File: src/rtl/tern_pkg.sv
package tern_pkg;
  typedef enum logic [1:0] {
    ACT_KEEP  = 2'd0,
    ACT_STEP  = 2'd1,
    ACT_SWING = 2'd2,
    ACT_BAD   = 2'd3
  } tern_act_e;
endpackage

File: src/rtl/tern_gate.sv
module tern_gate #(
  parameter int K = 3,
  parameter int W = $clog2(K)
) (
  input  logic [W-1:0] lvl_i,
  input  logic [W-1:0] gate_i,
  output logic [W-1:0] req_o
);
  localparam logic [W-1:0] TOP = W'(K-1);
  logic [W-1:0] lvl_c, gate_c, inv;

  always_comb begin
    lvl_c  = (lvl_i  > TOP) ? TOP : lvl_i;
    gate_c = (gate_i > TOP) ? TOP : gate_i;
    inv    = TOP - lvl_c;
    req_o  = (inv < gate_c) ? inv : gate_c;
  end
endmodule

File: src/rtl/tern_next.sv
module tern_next
  import tern_pkg::*;
#(
  parameter int K = 3,
  parameter int W = $clog2(K)
) (
  input  logic [W-1:0] state_i,
  input  logic [W-1:0] up_req_i,
  input  logic [W-1:0] sw_req_i,
  input  logic [W-1:0] dn_req_i,
  output logic [W-1:0] nxt_o,
  output logic         bad_o
);
  localparam logic [W:0] TOP = (W+1)'(K-1);
  tern_act_e    act;
  logic [W:0]   room, up, dn, sum;

  always_comb begin
    if ((up_req_i != '0) && (sw_req_i != '0) && (dn_req_i != '0))
      act = ACT_BAD;
    else if (sw_req_i != '0)
      act = ACT_SWING;
    else if ((up_req_i != '0) || (dn_req_i != '0))
      act = ACT_STEP;
    else
      act = ACT_KEEP;

    room = TOP - {1'b0, state_i};
    up   = ({1'b0, up_req_i} > room) ? room : {1'b0, up_req_i};
    dn   = (dn_req_i > state_i) ? {1'b0, state_i} : {1'b0, dn_req_i};
    sum  = {1'b0, state_i} + up - dn;

    unique case (act)
      ACT_SWING: nxt_o = sw_req_i;
      ACT_STEP:  nxt_o = sum[W-1:0];
      default:   nxt_o = state_i;
    endcase
    bad_o = (act == ACT_BAD);
  end
endmodule

File: src/rtl/tern_rotator.sv
module tern_rotator #(
  parameter int K = 3,
  parameter int W = $clog2(K)
) (
  input  logic [W-1:0]   base_i,
  input  logic [W-1:0]   rot_i,
  output logic [K*W-1:0] taps_o
);
  localparam logic [W:0] KV = (W+1)'(K);

  function automatic logic [W-1:0] add_mod(input logic [W-1:0] a, input logic [W-1:0] b);
    logic [W:0] t;
    t = {1'b0, a} + {1'b0, b};
    if (t >= KV) t = t - KV;
    return t[W-1:0];
  endfunction

  logic [W-1:0] step;
  logic [W-1:0] chain [K];

  always_comb begin
    step = ({1'b0, rot_i} >= KV) ? W'({1'b0, rot_i} - KV) : rot_i;
  end

  assign chain[0] = base_i;
  assign taps_o[W-1:0] = chain[0];

  genvar j;
  generate
    for (j = 1; j < K; j++) begin : g_tap
      assign chain[j] = add_mod(chain[j-1], step);
      assign taps_o[j*W +: W] = chain[j];
    end
  endgenerate
endmodule

File: src/rtl/tern_rs_cell.sv
module tern_rs_cell #(
  parameter int K = 3,
  parameter int W = $clog2(K)
) (
  input  logic           clk,
  input  logic           rst,
  input  logic [W-1:0]   s_lvl_i,
  input  logic [W-1:0]   sr_lvl_i,
  input  logic [W-1:0]   r_lvl_i,
  input  logic [W-1:0]   gate_i,
  input  logic [W-1:0]   rot_i,
  output logic [K*W-1:0] taps_o,
  output logic           err_o
);
  localparam int NCTL = 3;

  logic [W-1:0]   lvl [NCTL];
  logic [W-1:0]   req [NCTL];
  logic [W-1:0]   state_q, nxt, base;
  logic           bad;
  logic [K*W-1:0] taps_d, taps_q;
  logic           err_q;

  assign lvl[0] = s_lvl_i;
  assign lvl[1] = sr_lvl_i;
  assign lvl[2] = r_lvl_i;

  genvar n;
  generate
    for (n = 0; n < NCTL; n++) begin : g_gate
      tern_gate #(.K(K), .W(W)) u_gate (
        .lvl_i (lvl[n]),
        .gate_i(gate_i),
        .req_o (req[n])
      );
    end
  endgenerate

  tern_next #(.K(K), .W(W)) u_next (
    .state_i (state_q),
    .up_req_i(req[0]),
    .sw_req_i(req[1]),
    .dn_req_i(req[2]),
    .nxt_o   (nxt),
    .bad_o   (bad)
  );

  assign base = rst ? '0 : nxt;

  tern_rotator #(.K(K), .W(W)) u_rot (
    .base_i(base),
    .rot_i (rot_i),
    .taps_o(taps_d)
  );

  always_ff @(posedge clk) begin
    state_q <= base;
    taps_q  <= taps_d;
    err_q   <= rst ? 1'b0 : bad;
  end

  assign taps_o = taps_q;
  assign err_o  = err_q;
endmodule

File: config.mk
export PLATFORM = sky130hd
export DESIGN_NAME = tern_rs_cell
export DESIGN_NICKNAME = d
export VERILOG_FILES = /design/src/rtl/tern_pkg.sv /design/src/rtl/tern_gate.sv /design/src/rtl/tern_next.sv /design/src/rtl/tern_rotator.sv /design/src/rtl/tern_rs_cell.sv
export SDC_FILE = /design/constraint.sdc
export NUM_CORES = 1
export LEC_CHECK = 0
export BUFFER_PORTS_ARGS = -buffer_cell sky130_fd_sc_hd__buf_4
export CORE_ASPECT_RATIO = 0.9
export CORE_MARGIN = 10
export CORE_UTILIZATION = 35
export CTS_CLUSTER_SIZE = 30
export DETAILED_ROUTE_END_ITERATION = 10
export GPL_ROUTABILITY_DRIVEN = 0
export GPL_TIMING_DRIVEN = 0
export HOLD_SLACK_MARGIN = 0.15
export PLACE_DENSITY_LB_ADDON = 0.05
export SLEW_MARGIN = 0
export SYNTH_ARGS = -nofsm -noshare
export SYNTH_HDL_FRONTEND = slang
export SYNTH_SLANG_ARGS = --single-unit
File: constraint.sdc
create_clock -name clk -period 8.6 [get_ports clk]
set_input_delay 0.43 -clock clk [delete_from_list [all_inputs] [get_ports clk]]
set_output_delay 0.43 -clock clk [all_outputs]
set_load 0.005 [all_outputs]
==> impl_results.md, run 1 <==
* Status: complete, no violations
* Final Cell Area at 964.7 µm²
* DRC Markers at 0
* CTS resizes at 0
* Reg2reg path depth at 22
* Sinks on Clock Net at 7
* # diodes at 0
* Num rows at 16
* Max Cap Violations at 0
* Fmax at 170.3 MHz
* Clk buf depth at 2
* Reg2Reg Setup Slack at 3.00 ns
* Final hold slack at 0.3609 ns
* PortBufs at 18
* Setup Viol. Count Final at 0
* CTS Buf Count at 3
* Final min period at 5.870 ns
* Pins over their slew limit at 0
* Setup Skew at 0.01178 ns
* Startpoint Class: primary input
* Critical path class: primary input to flip-flop
* Hold path depth at 2
* Most common cell after layout, fill and taps aside: buf_4
* Commonest non-fill, non-tap cells in the layout: 18 x buf_4, 15 x ha_1, 12 x inv_1, 9 x nor2_1, 8 x a21oi_1
* Post-synth cell types at 32
* Clock Power Share at 11.8%
* Worst Path Required at 8.78 ns
* Critical path origin: r_lvl_i[0]
* Inst Count DP at 143
* Comb power frac at 66.8%
* Yosys Warn Count at 0
* # Post-CTS Setup Buffers at 0
* First-pass GRT wire length at 2842 µm
* Slew of the pin with the lowest slew margin at 0.3996 ns
* Critical path data arrival time at 6.05 ns
* Wire per inst at 11.00 µm
* Power consumption at 255.2 µW
* Initial antenna violation count at 0
* Area delta synth->final at 25.57%
* Final Hold Fails at 0
* Power Dens Cells at 264.5 nW/µm²
* DRT antenna net count at 0
* Global Route Usage Sum at 7.345%
* Sequential power share at 21.4%
* Yosys reg bits at 7
* CTS root buf: clkbuf_4
* Worst Setup End Kind: flip-flop
* Tcrit/Tclk final at 68.26%
* Vias per inst at 4.891
* Die Ht at 64.45 µm
* Die area at 4472 µm²
* CP max stage delay at 0.52 ns
* Initial Utilization at 35.86%
* Sw Pwr at 107.5 µW
* Final setup TNS at 0 ns
* Clk slew on worst S/H paths at 0.06 ns
* DP Area at 937.1 µm²
* Setup crit end: taps_o[5]$_DFF_P_
* Internal power at 147.7 µW
* Hold_buf cts at 0
* Crit path max-delay cell type: fa_1
* Finished Core Util at 45.04%
* Syn Inst Count at 98
* Syn_nets at 127
* R2R Path Start: taps_o[0]$_DFF_P_
* RR Endpoint: taps_o[5]$_DFF_P_
* I/O pins at 19
* Most frequent CP cell: ha_1
* Static leakage at 0.4781 nW
* Via count at 719
* Core Area at 2142 µm²
* Hpwl dp at 1435 µm
* Worst-Skew Late Latency at 0.26 ns
* Switching Fraction at 42.12%
* Slew headroom at 73.12%
* GR Overflow Total at 0
* RSZ-0062 raised after global routing: no
* Sequential-to-total area share from yosys stat at 18.24%
* Syn_area_per_cell at 7.839 µm²
* Fillcell total at 216
* CTS tree: done
* Worst-path fanout max at 4
* Starting DRT DRC Count at 45
* Layout cells sized above 1 at 20.00%
* Place WS at 2.492 ns
* Worst hold path type: primary input to flip-flop
* Largest net degree at the start of global routing at 12
* Final worst slack at 2.730 ns
* Synthesized area at 768.2 µm²
* Post-Route WL at 1617 µm
* Vias in the first global route at 669
* Final non-filler cell total at 147
* Final #Nets at 150
* H-tree depth at 1
* Die Span X at 69.39 µm
* First-pass iteration count of the detailed router at 6
* Max VDD drop at 154.2 µV
[cell type report]
| type | instances | area (µm²) | share of cell area [%] |
|---|---|---|---|
| clock inverter | 1 | 5.005 | 0.5188 |
| inverter | 13 | 48.80 | 5.058 |
| timing repair buffer | 18 | 135.1 | 14.01 |
| clock buffer | 3 | 22.52 | 2.335 |
| sequential | 7 | 140.1 | 14.53 |
| tap | 27 | 33.78 | 3.502 |
| buffer | 1 | 3.754 | 0.3891 |
| multi-input combinational | 77 | 575.6 | 59.66 |
[power groups by stage]
stage	Sequential, mW	Combinational [mW]	Clock [mW]
global placement	0.0556	0.166	0
global route	0.0564	0.198	0.0356
floorplan	0.0555	0.119	0
CTS	0.0548	0.173	0.0329
detailed placement	0.0557	0.170	0
finish	0.0546	0.170	0.0302
[worst max-delay path: cells and delay by family]
family / cells / cell delay [ns]
fa+ha+maj: 10 / 2.82
simple gates: 6 / 1.33
compound gates: 8 / 1.15
buf+inv: 5 / 0.30
[state kept, by name (all words and copies together) (netlist names)]
| register | count |
|---|---|
| err_o | 1 |
| taps_o | 6 |
[worst min-delay path by stage]
stage                             to  from
finish              err_o$_SDFF_PP0_   rst
floorplan           err_o$_SDFF_PP0_   rst
global placement    err_o$_SDFF_PP0_   rst
CTS                 err_o$_SDFF_PP0_   rst
detailed placement  err_o$_SDFF_PP0_   rst
global route        err_o$_SDFF_PP0_   rst
[cell usage after synthesis (all sizes together)]
cell type,number,area [µm²]
a211oi,1,7.510
a21oi,8,40.04
a31oi,1,6.260
and2,1,6.260
clkbuf,1,3.750
dfxtp,7,140.1
fa,2,40.04
ha,15,187.7
inv,13,48.79
mux2i,1,10.01
nand2,7,26.28
nand2b,1,6.260
nand3,1,5.000
nand3b,1,7.510
nor2,9,33.78
nor2b,5,31.28
nor3,3,15.01
nor4,1,6.260
nor4b,1,8.760
o211ai,1,12.51
o21a,1,7.510
o21ai,7,35.03
o22a,1,8.760
o22ai,1,6.260
o31ai,1,7.510
or3,1,6.260
or4,1,7.510
or4b,2,20.02
xnor2,2,17.52
xor2,1,8.760
[cell families (layout without fill, tap and decap cells)]
| logic type | count (synthesis) | after routing | share of synthesized area, % |
|---|---|---|---|
| AOI/OAI and AO/OA | 22 | 22 | 17.10 |
| xor gates and xnor gates | 3 | 3 | 3.421 |
| adders and majority gates | 17 | 17 | 29.64 |
| buffers and inverters | 14 | 36 | 6.839 |
| DFF | 7 | 7 | 18.24 |
| muxes | 1 | 1 | 1.303 |
| and+or+nand+nor | 34 | 34 | 23.46 |
[routing by layer]
layer | up-vias | share of wire (%) | track usage [%]
met4 | 0 | 1.2 | 2.261
met1 | 307 | 48 | 9.614
li1 | 394 | - | -
met2 | 16 | 44 | 10.96
met3 | 2 | 6.2 | 2.588
met5 | - | 0 | 0
(Power assumes the default switching activity.)
==> inputs of run 2 (changes only) <==
- clock period: 8.6 -> 4.91 ns (I/O delays scaled with it)
==> run 2 against run 1 <==
Compared with the run above: the flow now finishes with violations (negative setup slack); wire length rose by 20%; largest power group unchanged; via count increased by 7.2%; core utilization up 9.7 points; critical path type unchanged; clock skew hardly changed; cell count rose by 6.1%; critical endpoint unchanged.
==> impl_results.md, run 2 (synthesized netlist as in run 1, its figures left out) <==
* Status: complete, but fails checks
* Failing checks: negative setup slack
* Power Dens Cells at 506.7 nW/µm² (+92%)
* Vias per inst at 4.942 (+1.0%)
* Via count at 771 (+7.2%)
* RSZ-0062 raised after global routing: yes
* Final setup TNS at -0.3806 ns (-0.3806 ns)
* Final Hold Fails at 0 (unchanged)
* Die area at 4472 µm² (unchanged)
* Crit path buffers/inverters at 5 (unchanged)
* Final min period at 5.117 ns
* Die Span X at 69.39 µm (unchanged)
* Slew of the pin with the lowest slew margin at 0.4535 ns (+0.05395 ns)
* # diodes at 0 (unchanged)
* Initial Utilization at 35.86% (unchanged)
* Commonest non-fill, non-tap cells in the layout: 25 x buf_4, 10 x inv_1, 9 x ha_1, 7 x nand2_1, 7 x nor2_1
* Fmax at 195.4 MHz
* Startpoint Class: primary input
* Critical path data arrival time at 5.30 ns (-0.75 ns)
* Max Cap Violations at 0 (unchanged)
* Starting DRT DRC Count at 10 (-78%)
* Final non-filler cell total at 156 (+6.1%)
* Slew headroom at 69.49% (-3.6 points)
* DRC Markers at 0 (unchanged)
* Max reg flops at 6 (unchanged)
* Static leakage at 0.5375 nW (+12%)
* CTS Buf Count at 3 (unchanged)
* CP max stage delay at 0.51 ns (about the same)
* DRT antenna net count at 0 (unchanged)
* Hold EP: taps_o[0]$_DFF_P_
* Setup Viol. Count Final at 2 (+2)
* Critical path class: primary input to flip-flop
* Wire per inst at 12.40 µm (+13%)
* PortBufs at 18 (unchanged)
* Clk buf depth at 2 (unchanged)
* Area delta synth->final at 52.61%
* Worst Setup End Kind: flip-flop
* Global Route Usage Sum at 8.811% (+1.5 points)
* Worst Path Required at 5.10 ns (-3.68 ns)
* I/O pins at 19 (unchanged)
* First-pass GRT wire length at 3312 µm (+17%)
* Crit path max-delay cell type: fa_1
* CTS root buf: clkbuf_4
* RR Endpoint: taps_o[5]$_DFF_P_
* Crit path max-delay family: adder cells
* Finished Core Util at 54.73% (+9.7 points)
* Final worst slack at -0.2072 ns (-2.937 ns)
* Critical path origin: r_lvl_i[0]
* GR Overflow Total at 0 (unchanged)
* CTS tree: done
* Hold path depth at 2 (unchanged)
* Final hold slack at 0.1769 ns (-0.1840 ns)
* Clk slew on worst S/H paths at 0.06 ns (about the same)
* Initial antenna violation count at 0 (unchanged)
* Tcrit/Tclk final at 104.2%
* Inst Count DP at 143 (unchanged)
* Hpwl dp at 1512 µm (+5.3%)
* Setup Skew at 0.01209 ns (+0.0003063 ns)
* Vias in the first global route at 756 (+13%)
* Place WS at -0.6930 ns (-3.185 ns)
* Reg2Reg Setup Slack at -0.17 ns (-3.17 ns)
* Max VDD drop at 409.5 µV (+170%)
* Pins over their slew limit at 0 (unchanged)
* R2R Path Start: taps_o[0]$_DFF_P_
* Die Ht at 64.45 µm (unchanged)
* First-pass iteration count of the detailed router at 4 (-2)
* Most common cell after layout, fill and taps aside: buf_4
* Sinks on Clock Net at 7 (unchanged)
* Fillcell total at 211 (-2.3%)
* Reg2reg path depth at 22 (unchanged)
* Layout cells sized above 1 at 41.86% (+22 points)
* Post-Route WL at 1935 µm (+20%)
* Num rows at 16 (unchanged)
* Core Area at 2142 µm² (unchanged)
* HP Start: rst
* H-tree depth at 1 (unchanged)
* Hold_buf cts at 0 (unchanged)
* Largest net degree at the start of global routing at 11 (-1)
* Worst-Skew Late Latency at 0.26 ns (about the same)
* Final #Nets at 159 (+6.0%)
* Worst-path fanout max at 4 (unchanged)
* Worst hold path type: primary input to flip-flop
run 2: routing by layer:
layer	GRT usage [%]	up-vias	wire, µm	part of all wire, %
li1	-	404	-	-
met1	10.54	353	907	47
met2	14.16	11	900	47
met3	4.262	3	117	6.0
met4	1.508	0	10	0.52
met5	0	-	0	0
run 2: power breakdown:
part / internal [mW] / leakage [nW] / switching, mW
clock network: 0.0299 / 0.0177 / 0.0246
registers: 0.0823 / 0.0588 / 0.00864
logic: 0.239 / 0.461 / 0.210
run 2: worst max-delay path by stage:
stage | to | slack [ns] | depth (start not counted)
2_1_floorplan | taps_o[5]$_DFF_P_ | -0.19 | 26
3_3_place_gp | taps_o[5]$_DFF_P_ | -0.64 | 27
3_5_place_dp | taps_o[5]$_DFF_P_ | -0.69 | 27
4_1_cts | taps_o[5]$_DFF_P_ | -0.26 | 27
5_1_grt | taps_o[5]$_DFF_P_ | -0.45 | 29
6_report | taps_o[5]$_DFF_P_ | -0.21 | 27
run 2: timing repair:
item / in CTS / in global routing
buffers inserted: 6 / 3
resized for setup: 14 / 6
endpoints found under the setup margin: 2 / 2
pin swaps: 6 / 2
run 2: area by class of cell:
class / instances / area, µm² / share of cell area, %
Tap cell: 27 / 33.78 / 2.882
Buffer: 1 / 3.754 / 0.3202
Clock buffer: 3 / 22.52 / 1.921
Inverter: 13 / 48.80 / 4.162
Clock inverter: 1 / 5.005 / 0.4269
Timing Repair Buffer: 27 / 210.2 / 17.93
Sequential cell: 7 / 143.9 / 12.27
Multi-Input combinational cell: 77 / 704.4 / 60.09
run 2: per-stage QoR:
step | total power [mW] | cell area, µm²
after floorplan | 0.3296 | 813.3
after global placement | 0.4129 | 982.2
after detailed placement | 0.4223 | 982.2
after CTS | 0.5463 | 1116
after global routing | 0.6609 | 1172
final | 0.5941 | 1172
run 2: worst reg2reg max path, stage by stage, from the launching register on:
cell and delay, ns:
dfxtp_4 0.34, ha_1 0.31, ha_1 0.31, o21ai_0 0.15, o21ai_1 0.10, ha_1 0.29, inv_1 0.04, ha_1 0.26
or4b_4 0.47, a31oi_4 0.16, ha_2 0.21, fa_1 0.42, ha_2 0.20, or3_4 0.35, a21oi_4 0.14, ha_2 0.18
inv_2 0.03, fa_1 0.51, inv_2 0.05, ha_4 0.16, nor2b_4 0.15, a21oi_2 0.07, a21oi_1 0.10
==> inputs of run 3 (changes only) <==
- RECOVER_POWER: default -> 100
==> run 3 against run 2 <==
Compared with the run above: the flow still finishes with violations (negative setup slack); flip-flop and latch count unchanged; combinational power about the same; core utilization down 0.18 points; die area unchanged; largest power group unchanged.
==> impl_results.md, run 3 (synthesized netlist as in run 1, its figures left out) <==
* Power Dens Cells at 506.3 nW/µm² (about the same)
* Initial Utilization at 35.86% (unchanged)
* Num rows at 16 (unchanged)
* Slew of the pin with the lowest slew margin at 0.4535 ns (unchanged)
* Starting DRT DRC Count at 10 (unchanged)
* Hold path depth at 2 (unchanged)
* Die area at 4472 µm² (unchanged)
* Met3 wire length at 115 µm (-1.7%)
* DRC Markers at 0 (unchanged)
* I/O pins at 19 (unchanged)
* Fmax at 195.4 MHz (about the same)
* H-tree depth at 1 (unchanged)
* Tcrit/Tclk final at 104.2% (about the same)
* R2R Path Start: taps_o[0]$_DFF_P_
* Post-Route WL at 1929 µm (-0.31%)
* Levels on crit path at 27 (unchanged)
* RSZ-0062 raised after global routing: yes
* First-pass iteration count of the detailed router at 4 (unchanged)
* Slew headroom at 69.49% (unchanged)
* Critical path class: primary input to flip-flop
* Via count at 771 (unchanged)
* Largest net degree at the start of global routing at 11 (unchanged)
* Place WS at -0.6930 ns (unchanged)
* CP max stage delay at 0.51 ns (about the same)
* CTS Buf Count at 3 (unchanged)
* Wire per inst at 12.37 µm (-0.31%)
* Clk buf depth at 2 (unchanged)
* Max VDD drop at 406.3 µV (-0.79%)
* Reg2reg path depth at 22 (unchanged)
* Failing checks: negative setup slack
* Met2 routed WL at 899 µm (-0.11%)
* HP Start: rst
* Crit path max-delay cell type: fa_1
* Crit path max-delay family: adder cells
* Layout cells sized above 1 at 41.09% (-0.78 points)
* Die Ht at 64.45 µm (unchanged)
* Vias in the first global route at 756 (unchanged)
* First-pass GRT wire length at 3312 µm (unchanged)
* DRT antenna net count at 0 (unchanged)
* Pins over their slew limit at 0 (unchanged)
* Worst Path Required at 5.10 ns (about the same)
* Worst hold path type: primary input to flip-flop
* Worst-path fanout max at 4 (unchanged)
* Startpoint Class: primary input
* Vias per inst at 4.942 (unchanged)
* # diodes at 0 (unchanged)
* PortBufs at 18 (unchanged)
* Hpwl dp at 1512 µm (unchanged)
* Worst Setup End Kind: flip-flop
* Final #Nets at 159 (unchanged)
* Die Span X at 69.39 µm (unchanged)
* Inst Count DP at 143 (unchanged)
* CTS root buf: clkbuf_4
* Most common cell after layout, fill and taps aside: buf_4
* Status: complete, but fails checks
* Final non-filler cell total at 156 (unchanged)
* Core Area at 2142 µm² (unchanged)
* Initial antenna violation count at 0 (unchanged)
* CTS tree: done
* Wl on met1 at 904 µm (-0.33%)
* Final Hold Fails at 0 (unchanged)
* Final min period at 5.118 ns (+0.0003650 ns)
* Clk slew on worst S/H paths at 0.06 ns (about the same)
* Setup Viol. Count Final at 2 (unchanged)
* GR Overflow Total at 0 (unchanged)
* Worst-Skew Late Latency at 0.26 ns (about the same)
* Final worst slack at -0.2076 ns (-0.0003650 ns)
* Area delta synth->final at 52.12%
* Max layer used: met4
* Commonest non-fill, non-tap cells in the layout: 19 x buf_4, 10 x inv_1, 9 x ha_1, 8 x clkbuf_4
* Max reg flops at 6 (unchanged)
* Setup Skew at 0.01209 ns (unchanged)
* Finished Core Util at 54.56% (-0.18 points)
* Global Route Usage Sum at 8.811% (unchanged)
* Critical path origin: r_lvl_i[0]
* Static leakage at 0.5315 nW (-1.1%)
* Critical path data arrival time at 5.30 ns (about the same)
* Crit path buffers/inverters at 5 (unchanged)
* Max Cap Violations at 0 (unchanged)
* Sinks on Clock Net at 7 (unchanged)
run 3: cell types whose count changed in the layout (fill, tap and decap cells not counted), sizes merged:
| cell | previous run | this run |
|---|---|---|
| buf | 27 | 21 |
| clkbuf | 4 | 10 |
run 3: worst register-to-register path, delay by kind of cell (launching register included):
kind / cells / cell delay (ns)
DFF: 1 / 0.34
and+or+nand+nor: 3 / 0.97
AOI/OAI and AO/OA: 6 / 0.72
adders and majority gates: 10 / 2.85
buffers and inverters: 3 / 0.12
run 3: metal layers:
metal,vias to the layer above,GRT usage [%]
met5,-,0
met4,0,1.508
met3,3,4.262
met2,11,14.16
met1,353,10.54
li1,404,-
run 3: cell type report:
type | instances | area [µm²]
Fill cell | 213 | 973.4
Multi-Input combinational cell | 77 | 704.4
Timing Repair Buffer | 27 | 206.4
Sequential cell | 7 | 143.9
Inverter | 13 | 48.80
Tap cell | 27 | 33.78
Clock buffer | 3 | 22.52
Clock inverter | 1 | 5.005
Buffer | 1 | 3.754
run 3: where the power goes:
group          switching (mW)  leakage (nW)  total, mW  internal (mW)
logic                   0.210         0.455      0.447          0.237
registers             0.00819        0.0588     0.0905         0.0823
clock network          0.0246        0.0177     0.0545         0.0299
run 3: path summary, 6_finish.rpt:
| kind | slack [ns] | to |
|---|---|---|
| setup reg to reg | -0.17 | taps_o[5]$_DFF_P_ |
| hold / removal | 0.18 | taps_o[0]$_DFF_P_ |
| setup / recovery | -0.21 | taps_o[5]$_DFF_P_ |
| hold reg to reg | 0.73 | taps_o[1]$_DFF_P_ |
run 3: what timing repair did:
action                                  4_1_cts  5_1_grt
endpoints found under the hold margin         0        0
buffers inserted                              6        3
endpoints found under the setup margin        2        2
hold buffers                                  0        0
gates resized for setup                      14        6
pin swaps                                     6        2
run 3: metrics by stage:
step	hold slack (ns)	total power, mW	setup TNS, ns	instance area (µm²)
6_report	0.1770	0.5916	-0.3813	1169
3_5_place_dp	0.4548	0.4223	-1.363	982.2
3_3_place_gp	0.4531	0.4129	-1.257	982.2
5_1_grt	0.1623	0.6585	-0.8733	1169
4_1_cts	0.1634	0.5463	-0.4785	1116
2_1_floorplan	0.3248	0.3296	-0.3509	813.3
